File: src/rtl/bcd_calendar.sv
module bcd_calendar (
  input  logic       clk,
  input  logic       rst_n,
  input  logic       tick_1hz,
  input  logic       wr_en,
  input  logic [3:0] addr,
  input  logic [7:0] wdata,
  output logic [7:0] rdata,
  output logic       carry_irq
);
  logic [6:0] sec, min, hr, hr_n;
  logic [2:0] wday;
  logic [5:0] mday;
  logic [4:0] mon;
  logic [7:0] yr;
  logic       run, clr_busy, h24, carry, carry_en, day_c;
  logic [7:0] sec_i, min_i, hr_i, md_i, mo_i, yr_i, last_day;
  logic       adv, sec_w, min_w, md_w, mo_w, leap;

  function automatic logic [7:0] bcd_inc(input logic [7:0] v);
    return (v[3:0] == 4'd9) ? {v[7:4] + 4'd1, 4'd0} : v + 8'd1;
  endfunction

  assign adv   = tick_1hz & run & ~clr_busy;
  assign sec_w = (sec == 7'h59);
  assign min_w = (min == 7'h59);
  assign sec_i = bcd_inc({1'b0, sec});
  assign min_i = bcd_inc({1'b0, min});
  assign hr_i  = bcd_inc({2'b0, hr[5:0]});
  assign md_i  = bcd_inc({2'b0, mday});
  assign mo_i  = bcd_inc({3'b0, mon});
  assign yr_i  = bcd_inc(yr);
  assign leap  = (((yr[4] ? yr[3:0] + 4'd2 : yr[3:0]) & 4'd3) == 4'd0);

  always_comb begin
    case (mon)
      5'h02:                      last_day = leap ? 8'h29 : 8'h28;
      5'h04, 5'h06, 5'h09, 5'h11: last_day = 8'h30;
      default:                    last_day = 8'h31;
    endcase
  end
  assign md_w = ({2'b0, mday} == last_day);
  assign mo_w = (mon == 5'h12);

  always_comb begin
    day_c = 1'b0;
    hr_n  = {hr[6], hr_i[5:0]};
    if (h24) begin
      if (hr[5:0] == 6'h23) begin
        hr_n  = 7'h00;
        day_c = 1'b1;
      end else begin
        hr_n  = {1'b0, hr_i[5:0]};
      end
    end else if (hr[5:0] == 6'h12) begin
      hr_n = {hr[6], 6'h01};
    end else if (hr[5:0] == 6'h11) begin
      hr_n  = {~hr[6], 6'h12};
      day_c = hr[6];
    end
  end

  always_ff @(posedge clk or negedge rst_n) begin
    if (!rst_n) begin
      sec <= '0; min <= '0; hr <= '0; wday <= '0;
      mday <= 6'h01; mon <= 5'h01; yr <= '0;
      run <= 1'b0; clr_busy <= 1'b0; h24 <= 1'b1;
      carry <= 1'b0; carry_en <= 1'b0;
    end else begin
      if (clr_busy) begin
        sec <= '0; min <= '0; wday <= '0;
        hr <= h24 ? 7'h00 : 7'h12;
        mday <= 6'h01; mon <= 5'h01; yr <= '0;
        clr_busy <= 1'b0;
      end else if (adv) begin
        sec <= sec_w ? 7'h00 : sec_i[6:0];
        if (sec_w) min <= min_w ? 7'h00 : min_i[6:0];
        if (sec_w && min_w) hr <= hr_n;
        if (sec_w && min_w && day_c) begin
          wday <= (wday == 3'd6) ? 3'd0 : wday + 3'd1;
          mday <= md_w ? 6'h01 : md_i[5:0];
          if (md_w) begin
            mon <= mo_w ? 5'h01 : mo_i[4:0];
            if (mo_w) yr <= (yr == 8'h99) ? 8'h00 : yr_i;
          end
        end
      end else if (wr_en && !run) begin
        case (addr)
          4'd0: sec  <= wdata[6:0];
          4'd1: min  <= wdata[6:0];
          4'd2: hr   <= h24 ? {1'b0, wdata[5:0]} : wdata[6:0];
          4'd3: wday <= wdata[2:0];
          4'd4: mday <= wdata[5:0];
          4'd5: mon  <= wdata[4:0];
          4'd6: yr   <= wdata;
          default: ;
        endcase
      end
      if (wr_en && addr == 4'd8) begin
        run <= wdata[0];
        h24 <= wdata[2];
        if (wdata[1]) clr_busy <= 1'b1;
      end
      if (adv) carry <= 1'b1;
      else if (wr_en && addr == 4'd9 && !wdata[1]) carry <= 1'b0;
      if (wr_en && addr == 4'd10) carry_en <= wdata[1];
    end
  end

  always_comb begin
    case (addr)
      4'd0:    rdata = {1'b0, sec};
      4'd1:    rdata = {1'b0, min};
      4'd2:    rdata = {1'b0, hr};
      4'd3:    rdata = {5'b0, wday};
      4'd4:    rdata = {2'b0, mday};
      4'd5:    rdata = {3'b0, mon};
      4'd6:    rdata = yr;
      4'd8:    rdata = {5'b0, h24, clr_busy, run};
      4'd9:    rdata = {6'b0, carry, 1'b0};
      4'd10:   rdata = {6'b0, carry_en, 1'b0};
      default: rdata = 8'h00;
    endcase
  end

  assign carry_irq = carry & carry_en;

  assert_sec_wrap_R1: assert property (@(posedge clk) disable iff (!rst_n)
    (adv && sec == 7'h59) |=> (sec == 7'h00 && min != $past(min)));
  assert_hour_wrap_R2: assert property (@(posedge clk) disable iff (!rst_n)
    (adv && h24 && hr == 7'h23 && min == 7'h59 && sec == 7'h59) |=> (hr == 7'h00));
  assert_frozen_R6: assert property (@(posedge clk) disable iff (!rst_n)
    (!run && !wr_en && !clr_busy) |=> $stable({sec, min, hr, wday, mday, mon, yr}));
  assert_locked_R7: assert property (@(posedge clk) disable iff (!rst_n)
    (run && wr_en && addr < 4'd7 && !tick_1hz && !clr_busy)
      |=> $stable({sec, min, hr, wday, mday, mon, yr}));
  assert_clr_done_R8: assert property (@(posedge clk) disable iff (!rst_n)
    (clr_busy && !(wr_en && addr == 4'd8 && wdata[1]))
      |=> (!clr_busy && sec == 7'h00 && mday == 6'h01 && mon == 5'h01 && yr == 8'h00));
  assert_carry_set_R9: assert property (@(posedge clk) disable iff (!rst_n)
    adv |=> carry);
endmodule

File: config.mk
export PLATFORM = sky130hd
export DESIGN_NAME = bcd_calendar
export DESIGN_NICKNAME = d
export VERILOG_FILES = /design/src/rtl/bcd_calendar.sv
export SDC_FILE = /design/constraint.sdc
export NUM_CORES = 1
export LEC_CHECK = 0
export ABC_AREA = 1
export ABC_CLOCK_PERIOD_IN_PS = 2600
export BUFFER_PORTS_ARGS = -buffer_cell sky130_fd_sc_hd__buf_2
export CORE_MARGIN = 5
export CORE_UTILIZATION = 40
export DETAILED_ROUTE_END_ITERATION = 10
export GPL_ROUTABILITY_DRIVEN = 0
export GPL_TIMING_DRIVEN = 0
export MAX_ROUTING_LAYER = met4
export SLEW_MARGIN = 20
export SYNTH_ARGS = -nofsm -noshare
export SYNTH_HDL_FRONTEND = slang
export SYNTH_SLANG_ARGS = --single-unit
File: constraint.sdc
create_clock -name clk -period 2.6 [get_ports clk]
set_clock_uncertainty 0.2 [all_clocks]
set_input_delay 0.26 -clock clk [delete_from_list [all_inputs] [get_ports clk]]
set_output_delay 0.26 -clock clk [all_outputs]
set_load 0.005 [all_outputs]
After elaboration in Yosys (flattened, before gate mapping)

Index checks and enable logic that the tools add are counted.

Muxes and demuxes: 67
Equal/unequal tests: 36
Bitwise logic cells: 5
Reductions and logical operators: 29
$add $sub $neg: 14

Operators with widths:

| cell                                                                    | number |
|---|---|
| 7-bit 2-to-1 mux                                                        | 22 |
| 8-bit case mux with 10 select lines                                     | 1 |
| 8-bit 2-to-1 mux                                                        | 9 |
| 6-bit 2-to-1 mux                                                        | 9 |
| 5-bit 2-to-1 mux                                                        | 9 |
| 4-bit equality test, second input constant                              | 9 |
| 3-bit nonzero test                                                      | 8 |
| 3-bit 2-to-1 mux                                                        | 6 |
| 3-bit by 2-bit inequality test with 1-bit output, second input constant | 5 |
| 7-bit by 1-bit adder with 7-bit output, second input constant           | 2 |
| 7-bit equality test, second input constant                              | 2 |
| 6-bit by 1-bit adder with 6-bit output, second input constant           | 2 |
| 4-bit by 3-bit equality test with 1-bit output, second input constant   | 3 |
| 6-bit by 5-bit equality test with 1-bit output, second input constant   | 2 |
| 3-bit AND reduction                                                     | 4 |
| 5-bit by 3-bit equality test with 1-bit output, second input constant   | 2 |
| 5-bit equality test, second input constant                              | 2 |
| 5-bit case mux with 2 select lines                                      | 1 |
| 5-bit AND reduction                                                     | 2 |
| 3-bit by 1-bit adder with 3-bit output, second input constant           | 3 |
| 1-bit 2-to-1 mux                                                        | 9 |
| 8-bit by 1-bit adder with 8-bit output, second input constant           | 1 |
| 4-bit by 2-bit equality test with 1-bit output, second input constant   | 2 |
| 6-bit by 8-bit equality test with 1-bit output                          | 1 |
| 23 further kinds                                                        | 35 |

Register bits: 48
Word-level logic and storage cells: 164

Logic depth before layout (Yosys ltp)

Depth after elaboration: 10
Depth in mapped cells: 13
Gate-level depth less buffers: 12

Worst setup path after synthesis

Ideal clock, no wire load.

Kind: reg-to-reg
Start: register min[1]
End: register yr[4]
Arrival time: 1669 ps
Path slack: 607 ps
Path buffers: 1
Stages on the path, launching flop included: 13
Required time: 2276 ps
Cells stage by stage: dfrtp_1 -> inv_1 -> ha_1 -> nand3_2 -> nor2_1 -> nand2_2 -> a21oi_2 -> nand2_2 -> nor2_4 -> nand2_8 -> buf_8 -> nand2_2 -> o21ai_2

Word-level cells in the longest chain between the ends: 5

Ends and longest elaborated chain:

| item                                                       | RTL line | RTL |
|---|---|---|
| start, declared                                            | 11       | `logic [6:0] sec, min, hr, hr_n;` |
| start signal, assigned                                     | 77       | `if (sec_w) min <= min_w ? 7'h00 : min_i[6:0];` |
| start signal, assigned                                     | 90       | `4'd1: min <= wdata[6:0];` |
| 7-bit equality test                                        | 26       | `assign min_w = (min == 7'h59);` |
| 1-bit logical AND (2 in series)                            | 79       | `if (sec_w && min_w && day_c) begin` |
| 3-bit by 2-bit inequality test with 1-bit output (no line) | n/a      |  |
| 5-bit AND reduction (no line)                              | n/a      |  |
| end signal, assigned                                       | 84       | `if (mo_w) yr <= (yr == 8'h99) ? 8'h00 : yr_i;` |
| end signal, assigned                                       | 95       | `4'd6: yr <= wdata;` |
| end, declared                                              | 15       | `logic [7:0] yr;` |

Every way passes these cells.
A chain may end at the register's enable or synchronous reset.

Worst setup path after layout

Start: register run
End: register mon[1]

Word-level cells in the longest chain between the ends: 4

Ends and longest elaborated chain:

| item                                                                                     | RTL line | RTL |
|---|---|---|
| start, declared                                                                          | 16       | `logic run, clr_busy, h24, carry, carry_en, day_c;` |
| start signal, assigned                                                                   | 100      | `run <= wdata[0];` |
| 1-bit bitwise AND / 1-bit logical NOT (equally long branches)                            | 24, 87   |  |
| 1-bit bitwise AND / 1-bit logical AND (equally long branches)                            | 24, 87   |  |
| 3-bit by 2-bit inequality test with 1-bit output (no line), or another cell as far along | n/a      |  |
| 4-bit AND reduction (no line) / 5-bit 2-to-1 mux (equally long branches)                 | n/a      |  |
| end signal, assigned                                                                     | 83       | `mon <= mo_w ? 5'h01 : mo_i[4:0];` |
| end signal, assigned                                                                     | 94       | `4'd5: mon <= wdata[4:0];` |
| end, declared                                                                            | 14       | `logic [4:0] mon;` |

Parallel ways exist; a longest one is shown, timed or not.

==> metrics.md <==
| Metric | Value |
|---|---|
| Largest net degree at the start of global routing | `between 40 and 50` |
| CTS tree | `done` |
| Clk buf depth | `2` |
| Vias in the first global route | `around 3800` |
| Residual DRC | `0` |
| DP HPWL | `9570 um` |
| Crit path max-delay family | `simple AND/OR/NAND/NOR gates` |
| Hold Path Class | `in2reg` |
| Total CTS buffers | `5` |
| Final slew viol count | `0` |
| Area of the core | `0.00968 sq mm` |
| Sink Count | `48` |
| Final ANT Viol Nets | `0` |
| Netlist Area Pre-Place | `0.00394 sq mm` |
| WP data arrival | `~2.4 ns` |
| FILL cells | `~1000` |
| Worst setup EP type | `register` |
| Ys flop type | `dfrtp_1` |
| Layout cells sized above 1 | `16.0%` |
| Avg Cell Area, Syn | `6.94 sq um` |
| Total gr overflow | `0` |
| Ant diodes | `0` |
| DIE AREA | `0.0119 sq mm` |
| Count of cell types in the netlist | `49` |
| Leak Pwr | `around 2.1 nW` |
| GRT Overall Usage | `between 20% and 30%` |
| Commonest non-fill, non-tap cell in the layout | `nand2_1` |
| Area contributors post-synth | `dfrtp_1 29%, nand2_1 12%, inv_1 7.1%, nand3_1 5.8%, ha_1 5.1%` |
| Fmax | `0.429 GHz` |
| Endpoints failing setup | `0` |
| Worst-Margin Slew | `0.735 ns` |
| Fin Hold WS | `0.0226 ns` |
| Power, Total | `just over 4 mW` |
| Crit-path cells | `nand2_2 -> nor2_8 -> nor2_1 -> nor2_1 -> inv_1 -> a21oi_1 -> nand4_1 -> nand2_1` |
| Final period util | `about nine tenths` |
| Ys async rst share | `100%` |
| CP max stage cell | `nor2_1` |
| WL/cell | `between 15 and 20 um` |
| PortBufs | `24` |
| Via-to-Cell Ratio | `5.53` |
| Initial Utilization | `roughly two fifths` |
| CTS clk-pin slew, worst paths | `0.09 ns` |
| Slew HR | `about 50%` |
| Req. time, crit path | `2.65 ns` |
| Cell taking the most area after synthesis | `dfrtp_1` |
| Setup tns final | `0 ns` |
| Unrepaired setup endpoints after global routing | `no` |
| Via count | `4057` |
| Final Hold Fails | `0` |
| Critical path buffers and inverters | `1` |
| Power per cell area | `939 mW/mm^2` |
| Post-synth top area share | `28.6%` |
| Max_cap viols | `0` |
| Sequential standard cell area | `around 0.0012 sq mm` |
| Area Growth Syn to Fin | `10.5%` |
| I/O pins | `25` |
| Worst path most repeated cell | `nor2_1` |
| Maximum vdd drop | `0.000424 V` |
| H-tree levels | `2` |
| Starting DRT DRC Count | `~370` |
| Die Ht | `109 um` |
| Clock latency on the worst-skew pair | `slightly above 0.3 ns` |
| Root Buffer | `clkbuf_8` |
| Initial antenna violation count | `0` |
| Final nets | `631` |
| TritonRoute pass-1 iters | `5` |
| Die W | `109 um` |
| Worst path max stage delay | `0.57 ns` |
| Syn nets | `599` |
| Cells after Synth | `567` |
| Crit path launch type | `register` |
| Max FO, Critical Path | `8` |
| Most frequent cells in the layout | `128 x nand2_1, 75 x inv_1, 46 x nand3_1` |
| Yosys reg bits | `48` |
| Fin util | `44.9%` |
| Seq/Total Area, Yosys | `between 30% and 40%` |
| Multi-input gate area | `0.00234 sq mm` |
| CP Class | `reg2reg` |
| Row Count | `36` |
| Number of synthesized flops with an enable pin | `0` |
| First-pass GRT wire length | `19900 um` |
| Status | `complete, no violations` |
| Total routed wirelength | `about 12000 um` |
| Yosys warns | `0` |
| Tmin final | `about 2.3 ns` |
-- Yosys cell counts, types with 2 or more instances --
cell,instances
a21oi_1,32
dfrtp_1,45
nor3_1,9
inv_2,12
nand2_2,9
nand2_1,128
nand2_8,2
o2111ai_1,2
o21a_1,2
buf_2,3
xor2_1,6
nor2_4,4
a22oi_1,2
o21ai_1,8
nand3_2,7
o211ai_1,5
ha_1,16
o21ai_0,35
a31oi_1,2
nand4_1,11
nor2_2,5
a21oi_2,2
inv_1,75
o21ai_2,7
o221ai_1,4
dfstp_2,3
o22ai_1,16
nand3_1,46
nor2_1,45
o31ai_1,3
buf_4,3
-- what timing repair did --
action | in CTS | in global routing
endpoints found under the setup margin | 0 | 1
resized for setup | 0 | 1
buffers inserted | 0 | 0
endpoints found under the hold margin | 45 | 0
hold buffers | 1 | 0
-- area by class of cell --
type / instances / share of cell area (%)
Inverter: 89 / 7.71
Tap cell: 133 / 3.83
Clock buffer: 5 / 1.58
Timing Repair Buffer: 25 / 3.05
Multi-Input combinational cell: 422 / 53.9
Clock inverter: 3 / 0.978
Buffer: 8 / 1.29
Sequential cell: 48 / 27.7
-- kinds of logic after synthesis --
| family | Yosys count | share of synthesized area [%] |
|---|---|---|
| AOI/OAI and AO/OA | 127 | 19.6 |
| xor gates and xnor gates | 6 | 1.33 |
| buffers and inverters | 97 | 9.95 |
| adders and majority gates | 16 | 5.08 |
| DFF | 48 | 30.6 |
| and+or+nand+nor | 273 | 33.4 |
-- power breakdown --
group | switching, mW | internal, mW | total [mW]
sequential | 0.456 | 1.09 | 1.55
combinational | 1.27 | 0.711 | 1.98
clock | 0.276 | 0.285 | 0.562
-- state kept, by name (all words and copies together) (netlist names) --
name	count
yr	8
hr	7
min	7
sec	7
mday	6
mon	5
wday	3
carry	1
carry_en	1
clr_busy	1
h24	1
run	1
-- layer usage --
metal	routed length (um)	up-vias	global-route usage, %
met5	0	-	-
met3	993	24	2.96
met1	5510	1911	30.2
met4	311	0	7.39
li1	-	1967	-
met2	5490	155	34.3
-- worst reg2reg max path: stages, from the launching register on --
cell and delay, ns:
dfrtp_1 0.42, nand2_2 0.22, nor2_8 0.26, nor2_1 0.06, nor2_1 0.57, inv_1 0.16
a21oi_1 0.18, nand4_1 0.12, nand2_1 0.09
-- through the flow --
step	setup WS (ns)	instances	cell area, sq um
after detailed placement	0.292	724	4230
after global routing	0.0944	733	4350
after CTS	0.248	733	4350
after floorplan	0.607	567	3940
after global placement	0.291	724	4220
final	0.268	733	4350
-- path summary, 6_finish.rpt --
kind | endpoint | depth (start not counted) | slack [ns] | start
hold / removal | clr_busy$_DFF_PN0_ | 3 | 0.02 | wdata[1]
setup reg to reg | mon[1]$_DFFE_PN0P_ | 8 | 0.27 | run$_DFFE_PN0P_
min in group asynchronous | sec[5]$_DFFE_PN0P_ | 2 | 0.30 | rst_n
setup / recovery | mon[1]$_DFFE_PN0P_ | 8 | 0.27 | run$_DFFE_PN0P_
hold reg to reg | mday[5]$_DFFE_PN0P_ | 2 | 0.29 | mday[5]$_DFFE_PN0P_
max in group asynchronous | mon[1]$_DFFE_PN0P_ | 2 | 1.44 | rst_n
No activity file was read; power rests on OpenSTA's default activity.
